$ cat src/rtl/te_trig_pkg.sv
package te_trig_pkg;

  typedef enum logic [1:0] {
    TRIG_NOW    = 2'd0,
    TRIG_SHARED = 2'd1,
    TRIG_SPLIT  = 2'd2,
    TRIG_RSVD   = 2'd3
  } trig_mode_e;

  // Legal sync-width settings for a sync-based mode
  function automatic logic sync_cfg_ok(logic [1:0] mode, logic [15:0] hs_w, logic [15:0] vs_w);
    logic [15:0] vs_min;
    vs_min = (mode == TRIG_SHARED) ? 16'd4 : 16'd2;
    return ((mode == TRIG_SHARED) || (mode == TRIG_SPLIT)) &&
           (hs_w >= 16'd2) && (vs_w >= vs_min) && (hs_w != vs_w);
  endfunction

endpackage

$ cat src/rtl/te_sync_in.sv
module te_sync_in (
  input  logic clk,
  input  logic rst_n,
  input  logic pin_i,
  input  logic act_high_i,
  output logic active_o
);
  logic stage1, stage2;

  // Polarity is normalised first, so reset leaves the line inactive
  always_ff @(posedge clk or negedge rst_n) begin
    if (!rst_n) begin
      stage1 <= 1'b0;
      stage2 <= 1'b0;
    end else begin
      stage1 <= pin_i ^ ~act_high_i;
      stage2 <= stage1;
    end
  end

  assign active_o = stage2;
endmodule

$ cat src/rtl/te_pulse_meter.sv
module te_pulse_meter #(
  parameter int WW = 8
) (
  input  logic          clk,
  input  logic          rst_n,
  input  logic          active_i,
  output logic          done_o,
  output logic [WW-1:0] len_o
);
  localparam logic [WW-1:0] RUN_MAX = {WW{1'b1}};
  logic [WW-1:0] run;

  always_ff @(posedge clk or negedge rst_n) begin
    if (!rst_n)           run <= '0;
    else if (!active_i)   run <= '0;
    else if (run != RUN_MAX) run <= run + 1'b1;
  end

  assign done_o = !active_i && (run != '0);
  assign len_o  = run;
endmodule

$ cat src/rtl/te_line_tracker.sv
module te_line_tracker
  import te_trig_pkg::*;
#(
  parameter int LW = 11
) (
  input  logic          clk,
  input  logic          rst_n,
  input  logic [1:0]    mode_i,
  input  logic          cfg_ok_i,
  input  logic          enable_i,
  input  logic          vs_evt_i,
  input  logic          hs_evt_i,
  input  logic [LW-1:0] line_num_i,
  output logic          start_o
);
  localparam logic [LW-1:0] CNT_MAX = {LW{1'b1}};

  logic [LW-1:0] line_cnt, cnt_nxt;
  logic          armed, en_q;
  logic          at_max, match_vs, match_hs, fire_now, fire_te;

  assign at_max   = (line_cnt == CNT_MAX);
  assign cnt_nxt  = at_max ? line_cnt : line_cnt + 1'b1;
  assign match_vs = vs_evt_i && (line_num_i == '0);
  assign match_hs = !vs_evt_i && hs_evt_i && armed && !at_max && (cnt_nxt == line_num_i);
  assign fire_now = (mode_i == TRIG_NOW) && enable_i && !en_q;
  assign fire_te  = cfg_ok_i && enable_i && (match_vs || match_hs);

  always_ff @(posedge clk or negedge rst_n) begin
    if (!rst_n) begin
      line_cnt <= '0;
      armed    <= 1'b0;
      en_q     <= 1'b0;
      start_o  <= 1'b0;
    end else begin
      en_q    <= enable_i;
      start_o <= fire_now || fire_te;
      if (vs_evt_i) begin
        line_cnt <= '0;
        armed    <= (line_num_i != '0);
      end else if (hs_evt_i) begin
        line_cnt <= cnt_nxt;
        if (match_hs) armed <= 1'b0;
      end
    end
  end
endmodule

$ cat src/rtl/te_start_trigger.sv
module te_start_trigger
  import te_trig_pkg::*;
#(
  parameter int WW = 8,
  parameter int LW = 11
) (
  input  logic          clk,
  input  logic          rst_n,
  input  logic          te_frame_i,
  input  logic          te_line_i,
  input  logic [1:0]    trig_mode_i,
  input  logic [WW-1:0] hs_width_i,
  input  logic [WW-1:0] vs_width_i,
  input  logic          vs_act_high_i,
  input  logic          hs_act_high_i,
  input  logic [LW-1:0] line_num_i,
  input  logic          enable_i,
  output logic          start_o
);
  localparam int NCH = 2;

  logic [NCH-1:0] pin_v, pol_v, act_v, pulse_done;
  logic [WW-1:0]  pulse_len [NCH];
  logic           vs_evt, hs_evt, cfg_ok;

  assign pin_v = {te_line_i, te_frame_i};
  assign pol_v = {hs_act_high_i, vs_act_high_i};

  for (genvar ch = 0; ch < NCH; ch++) begin : g_ch
    te_sync_in u_sync (
      .clk(clk), .rst_n(rst_n), .pin_i(pin_v[ch]),
      .act_high_i(pol_v[ch]), .active_o(act_v[ch])
    );
    te_pulse_meter #(.WW(WW)) u_meter (
      .clk(clk), .rst_n(rst_n), .active_i(act_v[ch]),
      .done_o(pulse_done[ch]), .len_o(pulse_len[ch])
    );
  end

  assign cfg_ok = sync_cfg_ok(trig_mode_i, 16'(hs_width_i), 16'(vs_width_i));

  always_comb begin
    vs_evt = 1'b0;
    hs_evt = 1'b0;
    unique case (trig_mode_e'(trig_mode_i))
      TRIG_SHARED: begin
        vs_evt = pulse_done[0] && (pulse_len[0] >= vs_width_i);
        hs_evt = pulse_done[0] && (pulse_len[0] <  vs_width_i) && (pulse_len[0] >= hs_width_i);
      end
      TRIG_SPLIT: begin
        vs_evt = pulse_done[0] && (pulse_len[0] >= vs_width_i);
        hs_evt = pulse_done[1] && (pulse_len[1] >= hs_width_i);
      end
      default: ;
    endcase
  end

  te_line_tracker #(.LW(LW)) u_track (
    .clk(clk), .rst_n(rst_n), .mode_i(trig_mode_i), .cfg_ok_i(cfg_ok),
    .enable_i(enable_i), .vs_evt_i(vs_evt), .hs_evt_i(hs_evt),
    .line_num_i(line_num_i), .start_o(start_o)
  );
endmodule

$ cat config.mk
export PLATFORM = sky130hd
export DESIGN_NAME = te_start_trigger
export DESIGN_NICKNAME = d
export VERILOG_FILES = /design/src/rtl/te_trig_pkg.sv /design/src/rtl/te_sync_in.sv /design/src/rtl/te_pulse_meter.sv /design/src/rtl/te_line_tracker.sv /design/src/rtl/te_start_trigger.sv
export SDC_FILE = /design/constraint.sdc
export NUM_CORES = 1
export LEC_CHECK = 0
export ABC_AREA = 0
export CAP_MARGIN = 40
export CORE_ASPECT_RATIO = 0.75
export CORE_MARGIN = 2
export CORE_UTILIZATION = 50
export CTS_CLUSTER_DIAMETER = 100
export DETAILED_ROUTE_END_ITERATION = 6
export GPL_TIMING_DRIVEN = 0
export PLACE_DENSITY = 0.73
export SLEW_MARGIN = 20
export SYNTH_ARGS = -nofsm -noshare
export SYNTH_HDL_FRONTEND = slang
export SYNTH_HIERARCHICAL = 1
export SYNTH_SLANG_ARGS = --single-unit
$ cat constraint.sdc
create_clock -name clk -period 8.3 [get_ports clk]
set_clock_uncertainty 0.05 [all_clocks]
set_input_delay 1.66 -clock clk [delete_from_list [all_inputs] [get_ports clk]]
set_output_delay 1.66 -clock clk [all_outputs]
set_load 0.1 [all_outputs]
==> results_dict.tcl, run 1 <==
set metrics [dict create \
    yosys.cell_types.count 66 \
    number_of_enable_type_register_cells_in_the_synthesized_netlist 0 \
    power.clock.fraction_pct 39.9 \
    grt_util_all_layers_pct 25.10 \
    netSwitchingPower_uw 125.0 \
    detailedRoute.firstPassIterationCount 5 \
    power.static_leakage_nw 1.595 \
    cts_max_path_buffers 2 \
    synth_top_cell_area_share_pct 28.10 \
    synthTopCellsByCount "dfrtp_1 (34), ha_1 (33), inv_1 (33)" \
    p_int_uw 344.0 \
    worst_pin_slew_ps 687.4 \
    syn_to_final_growth_pct 21.07 \
    detailed_route_vias_per_instance 6.143 \
    cp-start-kind "input port" \
    chipHeight_um 71.40 \
    grt_max_degree 34 \
    gpl.final_weighted_congestion 0.8756 \
    setup_total_negative_slack_ps 0 \
    cts.clk_slew.worst_paths_ps 70 \
    layout_min_cycle_time_ps 4894 \
    wl_per_cell_um 16.81 \
    seqPwrFrac_pct 39.7 \
    finalSetupViolCount 0 \
    yosysSeqAreaShare_pct 28.10 \
    comb_power_share_pct 20.4 \
    initialDrtViolationCount 175 \
    fp-row-count 24 \
    fin_nets 460 \
    ys_warn_count 6 \
    total_vias_in_the_final_route 2887 \
    cp.arrival_ps 5020 \
    design.core.area_um2 5826 \
    boundary_pins 37 \
    post-cts-setup-buffers 0 \
    drive_gt1_share_pct 9.949 \
    area_used_by_multi_input_combinational_logic_um2 1973 \
    power.share.switching_pct 26.66 \
    yosys.cell_count.top_type "dfrtp_1" \
    synth.top_cells.by_area "dfrtp_1 (28%), ha_1 (14%), a21oi_1 (4.1%)" \
    holdBufCountCts 0 \
    gr-usage-met2_pct 36.98 \
    final-seq-area_um2 850.8 \
    worst_setup_path_end_kind "flop" \
    syn_nets 415 \
    timing.final.max_slew_violations 0 \
    synthesis.area_per_instance_um2 8.751 \
    netlist_instances 346 \
    first_global_vias 2745 \
    cts_root_buffer "clkbuf_8" \
    die_x_um 93.86 \
    detailed_placer_s_ending_hpwl_mm 6.251 \
    synth-main-ff-cell "dfrtp_1" \
    run_status "finished clean" \
    post_cts.resized_instances 0 \
    globalRoute.busiestLayer "met1" \
    hold_class "flop to flop" \
    tritoncts_clock_tree "yes" \
    die_area_um2 6701 \
    clock_tree.htree_level_count 2 \
    async_reset_ff_share_pct 100.0 \
    globalRouteMet1Util_pct 38.11 \
    global_route_wire_length_before_repair_mm 13.32 \
    period_share_pct 58.96 \
    synth_top_area_cell "dfrtp_1" \
    met3_usage_pct 5.363 \
    cts_inserted_buffers 5 \
    ir_drop_uv 93.60 \
    max_clock_freq_mhz 204.3 \
    timing.max_slew.rel_slack_pct 54.07 \
    num_antenna_cells 0 \
    design_power_total_uw 469.0 \
    buffer_ports.inserted 36 \
    drt_wl_total_mm 7.900 \
    powerDensity_nw_per_um2 127.9 \
    globalRoute.totalOverflow 0 \
    grt_antenna_before_repair 0 \
    drc_errors 0 \
    critical_path_required_ps 8430 \
    hold_viol 0 \
    maxCapViolCount 0 \
    clock_insertion_delay_worst_skew_ps 300 \
    crit_type "input port to flop" \
    rsz0062_at_grt "no" \
    worst-path-max-fanout 4 \
    floorplan.initialDensity_pct 51.98 \
    number_of_register_bits_inferred_by_synthesis 34 \
    clock_sinks 34 \
    cell_area_after_technology_mapping_um2 3028 \
    drtAntennaViolNets 0 \
    filler_cell_count 521 \
]
[worst max-delay path, stage by stage]
cell and delay [ps]:
clkdlybuf4s50_1 560, inv_1 70, ha_1 330, a21oi_1 210
a211oi_1 100, nor4_1 370, a22o_1 330, nand3b_1 100
or4_1 530, a2111oi_1 370, nand4_1 220, o211a_1 160
[final timing paths]
kind | startpoint | to | slack, ps | depth (start not counted)
setup / recovery | vs_width_i[2] | u_track/armed | 3410 | 12
hold / removal | g_ch[1].u_sync/stage1 | g_ch[1].u_sync/active_o | 300 | 0
setup reg to reg | g_ch[0].u_meter/len_o[2] | u_track/armed | 4870 | 10
hold reg to reg | g_ch[1].u_sync/stage1 | g_ch[1].u_sync/active_o | 300 | 0
max in group asynchronous | rst_n | u_track/line_cnt[1] | 6750 | 2
min in group asynchronous | rst_n | g_ch[0].u_meter/len_o[2] | 1090 | 1
[power by group through the flow]
stage                     clock network, mW  registers (mW)  logic, mW
after floorplan                           0           0.186     0.0557
after global placement                    0           0.189     0.0908
after detailed placement                  0           0.189     0.0957
after CTS                             0.190           0.186     0.0962
after global routing                  0.199           0.188      0.107
final                                 0.187           0.186     0.0958
[per-layer routing]
metal  part of all wire, %  up-vias
met1                    50     1396
met3                   5.7       12
li1                      -     1401
met5                     0        -
met2                    43       78
met4                   1.5        0
[flip-flops by register name, indices dropped and copies added, names as in the netlist]
name	count
g_ch.u_meter/len_o	16
g_ch.u_sync/active_o	2
g_ch.u_sync/stage1	2
u_track/armed	1
u_track/en_q	1
u_track/line_cnt	11
u_track/start_o	1
[kinds of logic after synthesis]
family	count (synthesis)	share of synthesized area, %
simple gates	124	24.75
compound gates	88	20.17
buf+inv	45	6.736
flops	34	28.10
fa+ha+maj	33	13.64
xor+xnor	17	4.918
mux	5	1.694
[final cells by class]
cell class / instances / area share, %
clock buffer: 5 / 1.877
clock inverter: 3 / 1.877
multi-input combinational: 267 / 53.82
timing repair buffer: 38 / 10.99
tap: 78 / 2.662
inverter: 33 / 3.379
sequential: 34 / 23.21
buffer: 12 / 2.184
[cell usage in the layout, fill, tap and decap left out, types with 3 or more instances in the layout]
cell	n
nand3_1	14
nand3b_1	3
and4_1	6
dfrtp_1	34
o31ai_1	4
mux2i_1	4
a311oi_1	3
inv_1	33
buf_4	4
xnor2_1	14
xor2_1	3
o21ai_0	16
clkbuf_8	5
buf_2	3
nor3_1	16
a31oi_1	12
nor3b_1	4
ha_1	33
nand4_1	14
nand2_1	15
clkdlybuf4s50_1	35
a21boi_0	3
nor4_1	4
a21oi_1	25
nor2_1	20
nor4b_1	5
[metrics by stage]
step / cell area (µm²) / util [%] / worst slack [ps] / hold slack (ps) / instances
2_1_floorplan: 3028 / - / 4271 / 281.2 / 346
3_3_place_gp: 3486 / 59.84 / 3171 / 282.3 / 460
5_1_grt: 3666 / 62.93 / 3224 / 311.3 / 470
4_1_cts: 3666 / 62.93 / 3462 / 303.4 / 470
6_report: 3666 / 62.93 / 3406 / 301.5 / 470
3_5_place_dp: 3528 / 60.57 / 3160 / 285.5 / 462
(Power assumes the default switching activity.)
==> run 2, diff against run 1 <==
Clock period 8.3 ns to 4.65 ns, I/O delays scaled along.
==> results of run 2 <==
The final DEF is identical to that of run 1. Status: finished clean.
Among the figures that moved: setup slack after placement 3160 ps -> 239.7 ps; setup slack after layout 3406 ps -> 486.4 ps; register-to-register setup slack 4870 ps -> 1220 ps; total power 0.4690 mW -> 0.8372 mW; worst IR drop on VDD 93.60 µV -> 167.1 µV
==> run 3, diff against run 2 <==
Settings changed: MAX_ROUTING_LAYER from default to met4.
==> results_dict.tcl, run 3 (synthesis gave the netlist of run 1 again) <==
set metrics [dict create \
    run_status "finished clean" \
    filler_cell_count 513 \
    timing.max_slew.rel_slack_pct 50.20 \
    fin_nets 460 \
    crit_path_max_incr_delay_ps 560 \
    cp.arrival_ps 4400 \
    cts_max_path_buffers 2 \
    gpl.final_weighted_congestion 0.8859 \
    die_area_um2 6701 \
    detailedRoute.firstPassIterationCount 5 \
    grt_antenna_before_repair 0 \
    worst_pin_slew_ps 745.3 \
    drive_gt1_share_pct 9.949 \
    ir_drop_uv 152.6 \
    timing.final.max_slew_violations 0 \
    hold_class "flop to flop" \
    crit_path_cell_trace "clkdlybuf4s50_1 -> inv_1 -> ha_1 -> a21oi_1 -> a211oi_1 -> nor4_1 -> a22o_1 -> nand3b_1 -> or4_1 -> a2111oi_1 -> nand4_1 -> o211a_1" \
    post-cts-setup-buffers 0 \
    max_clock_freq_mhz 234.1 \
    drt_wl_total_mm 7.886 \
    total_cell_area_at_the_placement_stage_um2 3528 \
    clock_insertion_delay_worst_skew_ps 290 \
    worst-path-max-fanout 4 \
    rsz0062_at_grt "no" \
    mostFrequentLayoutCells "clkdlybuf4s50_1 (35), dfrtp_1 (34), inv_1 (33), ha_1 (33), a21oi_1 (25)" \
    finalSetupViolCount 0 \
    grt_util_all_layers_pct 25.65 \
    cts_root_buffer "clkbuf_8" \
    syn_to_final_growth_pct 19.67 \
    crit_type "input port to flop" \
    number_of_flip_flops_in_the_largest_register 16 \
    library_cell_contributing_the_largest_single_delay_on_the_critical_path "clkdlybuf4s50_1" \
    timing.hold.worst_path_depth 0 \
    maxCapViolCount 0 \
    holdBufCountCts 0 \
    buffer_ports.inserted 36 \
    cp-start-kind "input port" \
    min-delay-start "g_ch[0].u_sync/stage1" \
    powerDensity_nw_per_um2 202.8 \
    detailed_placer_s_ending_hpwl_mm 6.190 \
    first_global_vias 2691 \
    design_area_um2 3623 \
    num_antenna_cells 0 \
    detailed_route_vias_per_instance 6.072 \
    drc_errors 0 \
    r2r_end "u_track/armed" \
    drtAntennaViolNets 0 \
    regToRegStartpoint "g_ch[0].u_meter/len_o[2]" \
    cts.clk_slew.worst_paths_ps 60 \
    critical_path_required_ps 4770 \
    tritoncts_clock_tree "yes" \
    fp-row-count 24 \
    total_vias_in_the_final_route 2854 \
    clock_tree.htree_level_count 2 \
    power.static_leakage_nw 1.573 \
    design.core.area_um2 5826 \
    chipHeight_um 71.40 \
    wl_per_cell_um 16.78 \
    clock_sinks 34 \
    global_route_wire_length_before_repair_mm 13.20 \
    post_cts.resized_instances 0 \
    grt_max_degree 34 \
    die_x_um 93.86 \
    boundary_pins 37 \
    layout_min_cycle_time_ps 4272 \
    setup_total_negative_slack_ps 0 \
    initialDrtViolationCount 167 \
    hold_viol 0 \
    worst_setup_path_end_kind "flop" \
    cts_inserted_buffers 5 \
    mostFrequentLayoutCell "clkdlybuf4s50_1" \
    hold-path-endpoint "g_ch[0].u_sync/active_o" \
    globalRoute.totalOverflow 0 \
    period_share_pct 91.87 \
    reg2reg_depth 10 \
    floorplan.initialDensity_pct 51.98 \
    reg2reg_slack_ps 1120 \
]
run 3: cell type report:
cell class | count | area [µm²] | share of cell area (%)
multi-input cells | 267 | 1973 | 54.45
flip-flops and latches | 34 | 850.8 | 23.48
repair buffers | 38 | 402.9 | 11.12
inverters | 33 | 123.9 | 3.419
well taps | 78 | 97.59 | 2.693
clock buffers | 6 | 82.58 | 2.279
plain buffers | 12 | 80.08 | 2.210
clock inverters | 2 | 12.51 | 0.3453
run 3: routing by layer:
metal / global-route usage (%) / wire, µm / up-vias
li1: - / - / 1403
met1: 39.10 / 4108 / 1369
met2: 35.71 / 3373 / 73
met3: 4.101 / 335 / 9
met4: 5.636 / 68 / 0
met5: - / 0 / -
run 3: worst max-delay path by stage:
stage               depth (start not counted)          start  slack, ps            end
detailed placement                         12  vs_width_i[2]        130  u_track/armed
finish                                     12  vs_width_i[2]        380  u_track/armed
floorplan                                  11  vs_width_i[5]       1350  u_track/armed
global placement                           12  vs_width_i[2]        250  u_track/armed
CTS                                        12  vs_width_i[2]        450  u_track/armed
global route                               12  vs_width_i[2]        270  u_track/armed
run 3: worst max-delay path: cells and delay by family:
kind	cells	cell delay [ps]
buffers and inverters	2	630
adder cells (fa/ha/maj)	1	320
AND/OR/NAND/NOR	4	1220
AO/OA/AOI/OAI	5	1270
run 3: metrics by stage:
step	power (mW)	setup WS, ps	util (%)	hold WS, ps	instances
2_1_floorplan	0.4311	1351	-	281.2	346
3_3_place_gp	0.4980	247.7	59.84	282.3	460
5_1_grt	0.7781	268.8	62.20	319.2	470
4_1_cts	0.7407	448.3	62.20	309.8	470
3_5_place_dp	0.5070	132.3	60.57	287.8	462
6_report	0.7348	378.2	62.20	312.6	470
run 3: report_power, final:
part	switching, mW	internal [mW]	total (mW)	leakage (nW)
clock	0.111	0.119	0.230	0.0472
combinational	0.0826	0.0897	0.172	1.07
sequential	0.0228	0.310	0.333	0.458
